## config.mk

```make
export PLATFORM = sky130hd
export DESIGN_NAME = vwin_scan
export DESIGN_NICKNAME = d
export VERILOG_FILES = /design/src/rtl/vwin_pkg.sv /design/src/rtl/vwin_line_fold.sv /design/src/rtl/vwin_launch_timer.sv /design/src/rtl/vwin_row_seq.sv /design/src/rtl/vwin_scan.sv
export SDC_FILE = /design/constraint.sdc
export NUM_CORES = 1
export LEC_CHECK = 0
export BUFFER_PORTS_ARGS = -buffer_cell sky130_fd_sc_hd__buf_4
export CAP_MARGIN = 20
export CORE_UTILIZATION = 55
export CTS_CLUSTER_DIAMETER = 40
export DETAILED_ROUTE_END_ITERATION = 10
export PLACE_DENSITY = 0.88
export SLEW_MARGIN = 20
export SYNTH_ARGS = -nofsm -noshare
export SYNTH_HDL_FRONTEND = slang
export SYNTH_SLANG_ARGS = --single-unit
```

## constraint.sdc

```tcl
create_clock -name clk -period 3.1 [get_ports clk]
set_clock_uncertainty 0.15 [all_clocks]
set_input_delay 0.62 -clock clk [delete_from_list [all_inputs] [get_ports clk]]
set_output_delay 0.62 -clock clk [all_outputs]
set_load 0.02 [all_outputs]
```

## src/rtl/vwin_pkg.sv

```systemverilog
package vwin_pkg;
  // Number of field lines covered by the window for a picture of h rows
  // shown rep times each.
  function automatic int span_lines(input int h, input int rep);
    return h * rep;
  endfunction

  function automatic int addr_bits(input int npix);
    return (npix > 1) ? $clog2(npix) : 1;
  endfunction
endpackage

```

## src/rtl/vwin_line_fold.sv

```systemverilog
module vwin_line_fold
  import vwin_pkg::*;
#(
  parameter int LINE_W      = 10,
  parameter int FIELD_LINES = 312,
  parameter int WIN_TOP     = 118,
  parameter int IMG_H       = 64,
  parameter int REPEAT      = 2,
  localparam int WIN_END    = WIN_TOP + span_lines(IMG_H, REPEAT)
) (
  input  logic [LINE_W-1:0] line_num_i,
  output logic [LINE_W-1:0] fidx_o,
  output logic              in_win_o
);
  always_comb begin
    if (line_num_i > LINE_W'(FIELD_LINES))
      fidx_o = line_num_i - LINE_W'(FIELD_LINES);
    else
      fidx_o = line_num_i;
    in_win_o = (fidx_o > LINE_W'(WIN_TOP)) && (fidx_o < LINE_W'(WIN_END));
  end
endmodule

```

## src/rtl/vwin_launch_timer.sv

```systemverilog
module vwin_launch_timer #(
  parameter int DELAY_CYC = 240,
  localparam int CW       = $clog2(DELAY_CYC + 1)
) (
  input  logic clk,
  input  logic rst,
  input  logic arm_i,
  input  logic cancel_i,
  output logic due_o
);
  logic [CW-1:0] cnt_q;
  logic          pend_q;

  // A fresh arm or a cancel in the same cycle overrides a due launch.
  always_comb due_o = pend_q && (cnt_q == '0) && !arm_i && !cancel_i;

  always_ff @(posedge clk) begin
    if (rst) begin
      pend_q <= 1'b0;
      cnt_q  <= '0;
    end else if (arm_i) begin
      pend_q <= 1'b1;
      cnt_q  <= CW'(DELAY_CYC - 1);
    end else if (cancel_i) begin
      pend_q <= 1'b0;
    end else if (pend_q) begin
      if (cnt_q == '0) pend_q <= 1'b0;
      else             cnt_q  <= cnt_q - 1'b1;
    end
  end
endmodule

```

## src/rtl/vwin_row_seq.sv

```systemverilog
module vwin_row_seq
  import vwin_pkg::*;
#(
  parameter int IMG_H    = 64,
  parameter int ROW_W    = 32,
  parameter int REPEAT   = 2,
  localparam int NPIX    = IMG_H * ROW_W,
  localparam int AW      = addr_bits(NPIX),
  localparam int LAST_BASE = NPIX - ROW_W
) (
  input  logic          clk,
  input  logic          rst,
  input  logic          clear_i,
  input  logic          step_i,
  output logic [AW-1:0] addr_o
);
  logic [AW-1:0] addr_q;
  logic          adv;

  assign addr_o = addr_q;

  generate
    if (REPEAT > 1) begin : g_rep
      localparam int RW = $clog2(REPEAT);
      logic [RW-1:0] rep_q;
      assign adv = step_i && (rep_q == RW'(REPEAT - 1));
      always_ff @(posedge clk) begin
        if (rst || clear_i)  rep_q <= '0;
        else if (adv)        rep_q <= '0;
        else if (step_i)     rep_q <= rep_q + 1'b1;
      end
    end else begin : g_norep
      assign adv = step_i;
    end
  endgenerate

  always_ff @(posedge clk) begin
    if (rst || clear_i)
      addr_q <= '0;
    else if (adv)
      addr_q <= (addr_q == AW'(LAST_BASE)) ? '0 : addr_q + AW'(ROW_W);
  end
endmodule

```

## src/rtl/vwin_scan.sv

```systemverilog
module vwin_scan
  import vwin_pkg::*;
#(
  parameter int LINE_W      = 10,
  parameter int FIELD_LINES = 312,
  parameter int WIN_TOP     = 118,
  parameter int IMG_H       = 64,
  parameter int ROW_W       = 32,
  parameter int REPEAT      = 2,
  parameter int DELAY_CYC   = 240,
  localparam int ADDR_W     = addr_bits(IMG_H * ROW_W)
) (
  input  logic              clk,
  input  logic              rst,
  input  logic              line_stb_i,
  input  logic [LINE_W-1:0] line_num_i,
  input  logic              vblank_i,
  output logic              win_o,
  output logic              start_o,
  output logic [ADDR_W-1:0] row_base_o
);
  logic [LINE_W-1:0] fidx;
  logic              in_win;
  logic              arm, cancel, due;
  logic [ADDR_W-1:0] addr;

  vwin_line_fold #(
    .LINE_W(LINE_W), .FIELD_LINES(FIELD_LINES), .WIN_TOP(WIN_TOP),
    .IMG_H(IMG_H), .REPEAT(REPEAT)
  ) u_fold (
    .line_num_i(line_num_i),
    .fidx_o    (fidx),
    .in_win_o  (in_win)
  );

  assign arm    = line_stb_i && in_win && !vblank_i;
  assign cancel = vblank_i || (line_stb_i && !in_win);

  vwin_launch_timer #(.DELAY_CYC(DELAY_CYC)) u_timer (
    .clk     (clk),
    .rst     (rst),
    .arm_i   (arm),
    .cancel_i(cancel),
    .due_o   (due)
  );

  vwin_row_seq #(.IMG_H(IMG_H), .ROW_W(ROW_W), .REPEAT(REPEAT)) u_rows (
    .clk    (clk),
    .rst    (rst),
    .clear_i(vblank_i),
    .step_i (due),
    .addr_o (addr)
  );

  always_ff @(posedge clk) begin
    if (rst) begin
      win_o      <= 1'b0;
      start_o    <= 1'b0;
      row_base_o <= '0;
    end else begin
      if (vblank_i)        win_o <= 1'b0;
      else if (line_stb_i) win_o <= in_win;
      start_o <= due;
      if (due) row_base_o <= addr;
    end
  end

  logic unused_fidx;
  assign unused_fidx = ^fidx;
endmodule

```

==> results of run 1 <==
path summary, 6_finish.rpt:
check                     end  depth (start not counted)        startpoint
min             row_base_o[6]                          2     row_base_o[6]
max reg2reg  u_rows.addr_o[7]                          6  u_timer.cnt_q[3]
min reg2reg     row_base_o[6]                          2     row_base_o[6]
max          u_timer.cnt_q[3]                          9     line_num_i[3]
layout make-up:
type | instances | area [sq um]
clock buffers | 3 | 22.5
well taps | 30 | 37.5
repair buffers | 22 | 165
fillers | 226 | 863
multi-input cells | 129 | 931
inverters | 12 | 45.0
flip-flops and latches | 24 | 480
through the flow:
step	cell area [sq um]	setup slack [ns]	total power [mW]	utilization, %	hold WS, ns
final	1680	0.591	0.590	66.1	0.358
after floorplan	1550	0.755	0.432	-	0.314
after detailed placement	1660	0.294	0.461	65.2	0.337
after global routing	1680	0.403	0.620	66.1	0.383
after global placement	1660	0.458	0.454	65.2	0.324
after CTS	1680	0.611	0.591	66.1	0.366
placed cells by master (no fill, tap or decap), types with 2 or more instances in the layout:
| cell type | instances |
|---|---|
| a21o_1 | 4 |
| a21oi_1 | 8 |
| a221oi_1 | 5 |
| a31oi_1 | 2 |
| and2_1 | 3 |
| buf_4 | 22 |
| clkbuf_4 | 3 |
| conb_1 | 5 |
| dfxtp_1 | 24 |
| ha_1 | 4 |
| inv_1 | 12 |
| mux2i_1 | 9 |
| nand2_1 | 8 |
| nand2b_1 | 2 |
| nand3_1 | 3 |
| nand4_1 | 5 |
| nor2_1 | 16 |
| nor3_1 | 5 |
| nor3_2 | 6 |
| o21ai_0 | 3 |
| o22ai_1 | 2 |
| o31a_1 | 2 |
| o31ai_1 | 2 |
| xnor2_1 | 8 |
| xor2_1 | 4 |
registers in the layout (all words and copies together) (netlist names):
register / flops
start_o: 1
u_rows.g_rep.rep_q: 1
row_base_o: 6
win_o: 1
u_timer.pend_q: 1
u_rows.addr_o: 6
u_timer.cnt_q: 8
power groups by stage:
| stage | logic, mW | registers, mW | clock network, mW |
|---|---|---|---|
| floorplan | 0.105 | 0.327 | 0 |
| global placement | 0.127 | 0.327 | 0 |
| detailed placement | 0.134 | 0.328 | 0 |
| CTS | 0.134 | 0.321 | 0.135 |
| global route | 0.148 | 0.322 | 0.150 |
| finish | 0.136 | 0.321 | 0.133 |
worst min-delay path, cell delays in order (launching register included):
cell	delay (ns)
dfxtp_1	0.35
mux2i_1	0.06
nor2_1	0.07
cells in the mapped netlist, drive strengths merged, types with 2 or more instances:
master  instances  area [sq um]
buf             7          53.8
nor3           11          85.1
nor2           17          66.3
a31oi           2          12.5
clkbuf          4          35.0
xor2            4          35.0
a221oi          5          43.8
nand3           4          25.0
nand2b          2          12.5
a21o            4          30.0
mux2i           9          90.1
o21ai           4          20.0
o31a            2          17.5
nand4           5          31.3
a311oi          2          23.8
o22ai           2          12.5
xnor2           8          70.1
nand2          10          47.6
nor3b           2          26.3
inv            12          45.0
and2            3          18.8
ha              4          50.1
dfxtp          24           480
o31ai           2          15.0
a21oi           8          40.0
nor4b           2          38.8
logic make-up (layout without fill, tap and decap cells):
| logic type | count (synthesis) | count (layout) |
|---|---|---|
| and+or+nand+nor | 63 | 63 |
| AOI/OAI and AO/OA | 36 | 36 |
| DFF | 24 | 24 |
| buffers and inverters | 23 | 37 |
| xor gates and xnor gates | 12 | 12 |
| muxes | 9 | 9 |
| adders and majority gates | 4 | 4 |
| other | 1 | 5 |
metal layers:
metal / wire (microns) / vias to the layer above / global-route usage (%) / part of all wire, %
li1: - / 645 / - / -
met1: 1340 / 605 / 29.0 / 44
met2: 1570 / 41 / 42.6 / 51
met3: 143 / 2 / 6.11 / 4.7
met4: 14 / 0 / 5.98 / 0.46
met5: 0 / - / 0 / 0
==> flow_metrics.tcl, run 1 <==
set metrics [dict create \
    status "finished, final reports clean" \
    crit_path_frequent_cell "nor3_2" \
    sequentialPowerShare_pct 54.4 \
    post-route-period-util_pct 80.9 \
    switching_share_pct 28.9 \
    synth_enable_flop_cells 0 \
    synth_top_family_by_area "simple AND/OR/NAND/NOR gates" \
    grt_pass1_vias 1214 \
    yosysSeqAreaShare_pct 31.4 \
    cts_buffer_depth 2 \
    avgViaCountPerCell 5.88 \
    cts_resized 0 \
    drcViolationCount 0 \
    numCtsBuffers 3 \
    rsz0062_at_grt "false" \
    synth-seq-cells 24 \
    antenna_found_initial 0 \
    antennaDiodeCount 0 \
    synth_compound_area_share_pct 16.8 \
    synth_ff_type "dfxtp_1" \
    core_sq_um 2540 \
    slowest_delay_ns 0.36 \
    vdd_drop_max_mv 0.341 \
    path_class "in2reg" \
    fmax_mhz 399 \
    path_cells "buf_4 > ha_1 > nand2_1 > o31a_1 > o22ai_1 > nand4_1 > nor3_2 > nor3_2 > a221oi_1" \
    netlist_area_sq_um 1530 \
    cts_hold_buffers 0 \
    die-area_sq_um 3000 \
    dr.pass1.iters 4 \
    layout.nets 210 \
    p_leak_nw 0.667 \
    drive_gt1_share_pct 22.1 \
    wl_microns 3070 \
    setup_viol 0 \
    grt-ovfl-total 0 \
    crit_family "compound AO/OA/AOI/OAI gates" \
    grt_max_degree 23 \
    start_util_pct 60.1 \
    async_flop_share_pct 0 \
    hpwl_microns 2410 \
    power.share.combinational_pct 23.1 \
    placementRows 18 \
    synth-simple-area-share_pct 26.8 \
    area_growth_pct 9.89 \
    fin_cells 220 \
    die_w_microns 54.7 \
    dp_cells 217 \
    yosys.area_share.adder_pct 3.27 \
    cp.arrival_ns 2.57 \
    drv_slew 0 \
    internal_power_mw 0.419 \
    max_slew.worst_pin.slew_ns 0.531 \
    cts_max_level 1 \
    grt_pass1_wl_microns 5220 \
    hold_viol 0 \
    clk_transition_reported_paths_ns 0.13 \
    drt_iter0_drc 42 \
    r2r_slack_ns 0.71 \
    synth_mux_area_share_pct 5.89 \
    ios 27 \
    maxCapViolCount 0 \
    power.switching_mw 0.170 \
    fin_crit_ns 2.51 \
    io_buffers 21 \
    clk_latency_ns 0.31 \
    drtAntennaViolNets 0 \
    path_max_fanout 8 \
    vias 1293 \
    clock_sinks 24 \
    end_kind "register" \
    slowest_stage "o22ai_1" \
    required_ns 3.17 \
    min-delay-path-class "reg2reg" \
    path_buf_inv 1 \
    critPathLaunchType "input pin" \
    grt_use_total_pct 24.2 \
    place.gp.congestion 0.849 \
    die_y_microns 54.7 \
    pwr-share-clk_pct 22.5 \
    ys_warn_count 0 \
    synthXorXnorAreaFrac_pct 6.87 \
    routedWlPerCell_microns 13.9 \
    cts_root_buffer "clkbuf_4" \
    cts_tree "yes" \
    p_per_area_nw_per_um2 351 \
    relSlewSlack_pct 64.4 \
    synth_cell_types 51 \
    synth_area_per_cell_sq_um 8.90 \
    cts_setup_buffers 0 \
    setup_tns_ns 0 \
    syn_inst 172 \
]
Power figures use the tool's default switching activity.
==> run 2, diff against run 1 <==
CORE_UTILIZATION = 50   (was 55)
PLACE_DENSITY = 0.84   (was 0.88)
clock period = 2.3 ns   (was 3.1 ns; I/O delays follow)
==> run 2 against run 1 <==
Net effect:
- the flow now finishes with violations (DRC, setup timing)
- wire length grew 25%
- non-clock buffer count grew 27
- sequential cell count is the same
- largest cell class unchanged
- sequential power grew 34%
- register-to-register slack lost 0.72 ns
- first-iteration DRC count grew 90%
- via count grew 12%
- cell count grew 13%
- largest power group unchanged
- critical endpoint is now u_rows.addr_o[6]
- critical path depth shrank 3
- clock power grew 68%
==> flow_metrics.tcl, run 2 (synthesis gave the netlist of run 1 again) <==
set metrics [dict create \
    status "complete, but fails checks" \
    violations "DRC, setup timing" \
    grt_pass1_wl_microns 5980 \
    wl_microns 3830 \
    cts_buffer_depth 2 \
    cts_max_level 1 \
    rsz0062_at_grt "true" \
    rr_endpoint "u_rows.addr_o[6]" \
    reg2reg_depth 6 \
    cts_root_buffer "clkbuf_4" \
    clock_sinks 24 \
    drtAntennaViolNets 0 \
    grt_max_degree 23 \
    routedWlPerCell_microns 15.4 \
    regMostFlops "u_timer.cnt_q" \
    avgViaCountPerCell 5.84 \
    antennaDiodeCount 0 \
    cts_tree "yes" \
    path_max_fanout 4 \
    maxCapViolCount 0 \
    n_fill_cell 227 \
    min-delay-path-class "in2reg" \
    drv_slew 0 \
    io_buffers 21 \
    layout_common_cells "buf_4 (49), dfxtp_1 (21), nor2_1 (16)" \
    totalPowerFinal_mw 0.902 \
    vias 1453 \
    holdCritStartpoint "line_stb_i" \
    area_growth_pct 27.1 \
    grt_pass1_vias 1405 \
    end_kind "register" \
    design_area_sq_um 1940 \
    grt-ovfl-total 0 \
    drt_iter0_drc 80 \
    p_leak_nw 0.812 \
    critPathLaunchType "register" \
    cts_hold_buffers 0 \
    fin_ws_ns -0.00557 \
    die-area_sq_um 3290 \
    hold_viol 0 \
    die_w_microns 57.3 \
    required_ns 2.37 \
    core_sq_um 2830 \
    post-route-period-util_pct 100 \
    clk_latency_ns 0.32 \
    drive_gt1_share_pct 36.7 \
    grt_use_total_pct 22.8 \
    clk_transition_reported_paths_ns 0.13 \
    path_class "reg2reg" \
    largest_register_ffs 8 \
    use_met3_pct 4.54 \
    setup_viol 1 \
    numCtsBuffers 3 \
    fmax_mhz 434 \
    layout.nets 237 \
    grtUsageMet2_pct 41.8 \
    vdd_drop_max_mv 0.448 \
    min_to "u_timer.cnt_q[4]" \
    r2r_slack_ns -0.006 \
    dr.pass1.iters 7 \
    placed_area_sq_um 1840 \
    p_per_area_nw_per_um2 464 \
    drcViolationCount 2 \
    multi_input_comb_area_sq_um 972 \
    placementRows 19 \
    crit-reg2reg-launch "u_timer.cnt_q[2]" \
    hpwl_microns 2780 \
    grt_use_met1_pct 27.5 \
    place.gp.congestion 0.879 \
    seqCellArea_sq_um 484 \
    antenna_found_initial 0 \
    grt.busiest_layer "met2" \
    whs_path_depth 3 \
    start_util_pct 54.1 \
    cp.arrival_ns 2.37 \
    final_common_cell "buf_4" \
    fin_crit_ns 2.31 \
    die_y_microns 57.3 \
    ios 27 \
]
==> run 2: changes by cell type in the layout (fill, tap and decap cells not counted), sizes merged <==
cell / delta
clkbuf: +1
buf: +27
==> run 2: critical path, cell delays in order (launching register included) <==
cell and delay, ns:
dfxtp_2 0.34, or4_4 0.56, nor4b_4 0.27, nor3b_4 0.31
nand4_1 0.23, o21ai_2 0.27, nor2_1 0.07
==> run 2: final cells by class <==
cell class / count / share of cell area, %
Multi-Input combinational cell: 129 / 50.0
Sequential cell: 24 / 24.9
Timing Repair Buffer: 49 / 18.9
Inverter: 12 / 2.32
Tap cell: 31 / 1.99
Clock buffer: 4 / 1.87
==> run 2: power by group <==
group          total, mW  leakage [nW]  switching (mW)  internal [mW]
clock network      0.224        0.0210           0.128         0.0968
logic              0.247         0.596           0.125          0.122
registers          0.431         0.195         0.00724          0.424
==> run 2: worst max path at each step <==
stage,end,start,slack [ns],cells after the start
2_1_floorplan,u_rows.addr_o[9],u_timer.cnt_q[3],0.09,7
3_3_place_gp,u_timer.cnt_q[7],line_num_i[3],-0.14,11
3_5_place_dp,u_timer.cnt_q[3],line_num_i[2],-0.27,9
4_1_cts,u_rows.addr_o[9],u_timer.cnt_q[3],0.005,7
5_1_grt,u_rows.addr_o[7],u_timer.cnt_q[2],-0.11,6
6_report,u_rows.addr_o[6],u_timer.cnt_q[2],-0.006,6
==> run 2: per-layer routing <==
| layer | vias to the layer above | share of wire (%) |
|---|---|---|
| met5 | - | 0 |
| met1 | 690 | 43 |
| met3 | 4 | 5.1 |
| met4 | 0 | 0.55 |
| met2 | 53 | 52 |
| li1 | 706 | - |
==> run 2: timing repair <==
action	CTS	global route
pin swaps	0	14
resized for setup	1	11
setup buffers	0	3
setup endpoints to repair	3	17
hold endpoints to repair	0	0
==> run 2: per-stage QoR <==
stage,setup WS [ns],util [%],TNS [ns],hold WS [ns],std cells
2_1_floorplan,0.0936,-,0,0.314,176
3_3_place_gp,-0.145,65.1,-0.735,0.325,242
3_5_place_dp,-0.272,65.1,-1.72,0.340,242
4_1_cts,0.00493,66.5,0,0.307,246
5_1_grt,-0.109,68.7,-0.664,0.299,249
6_report,-0.00557,68.7,-0.00557,0.310,249
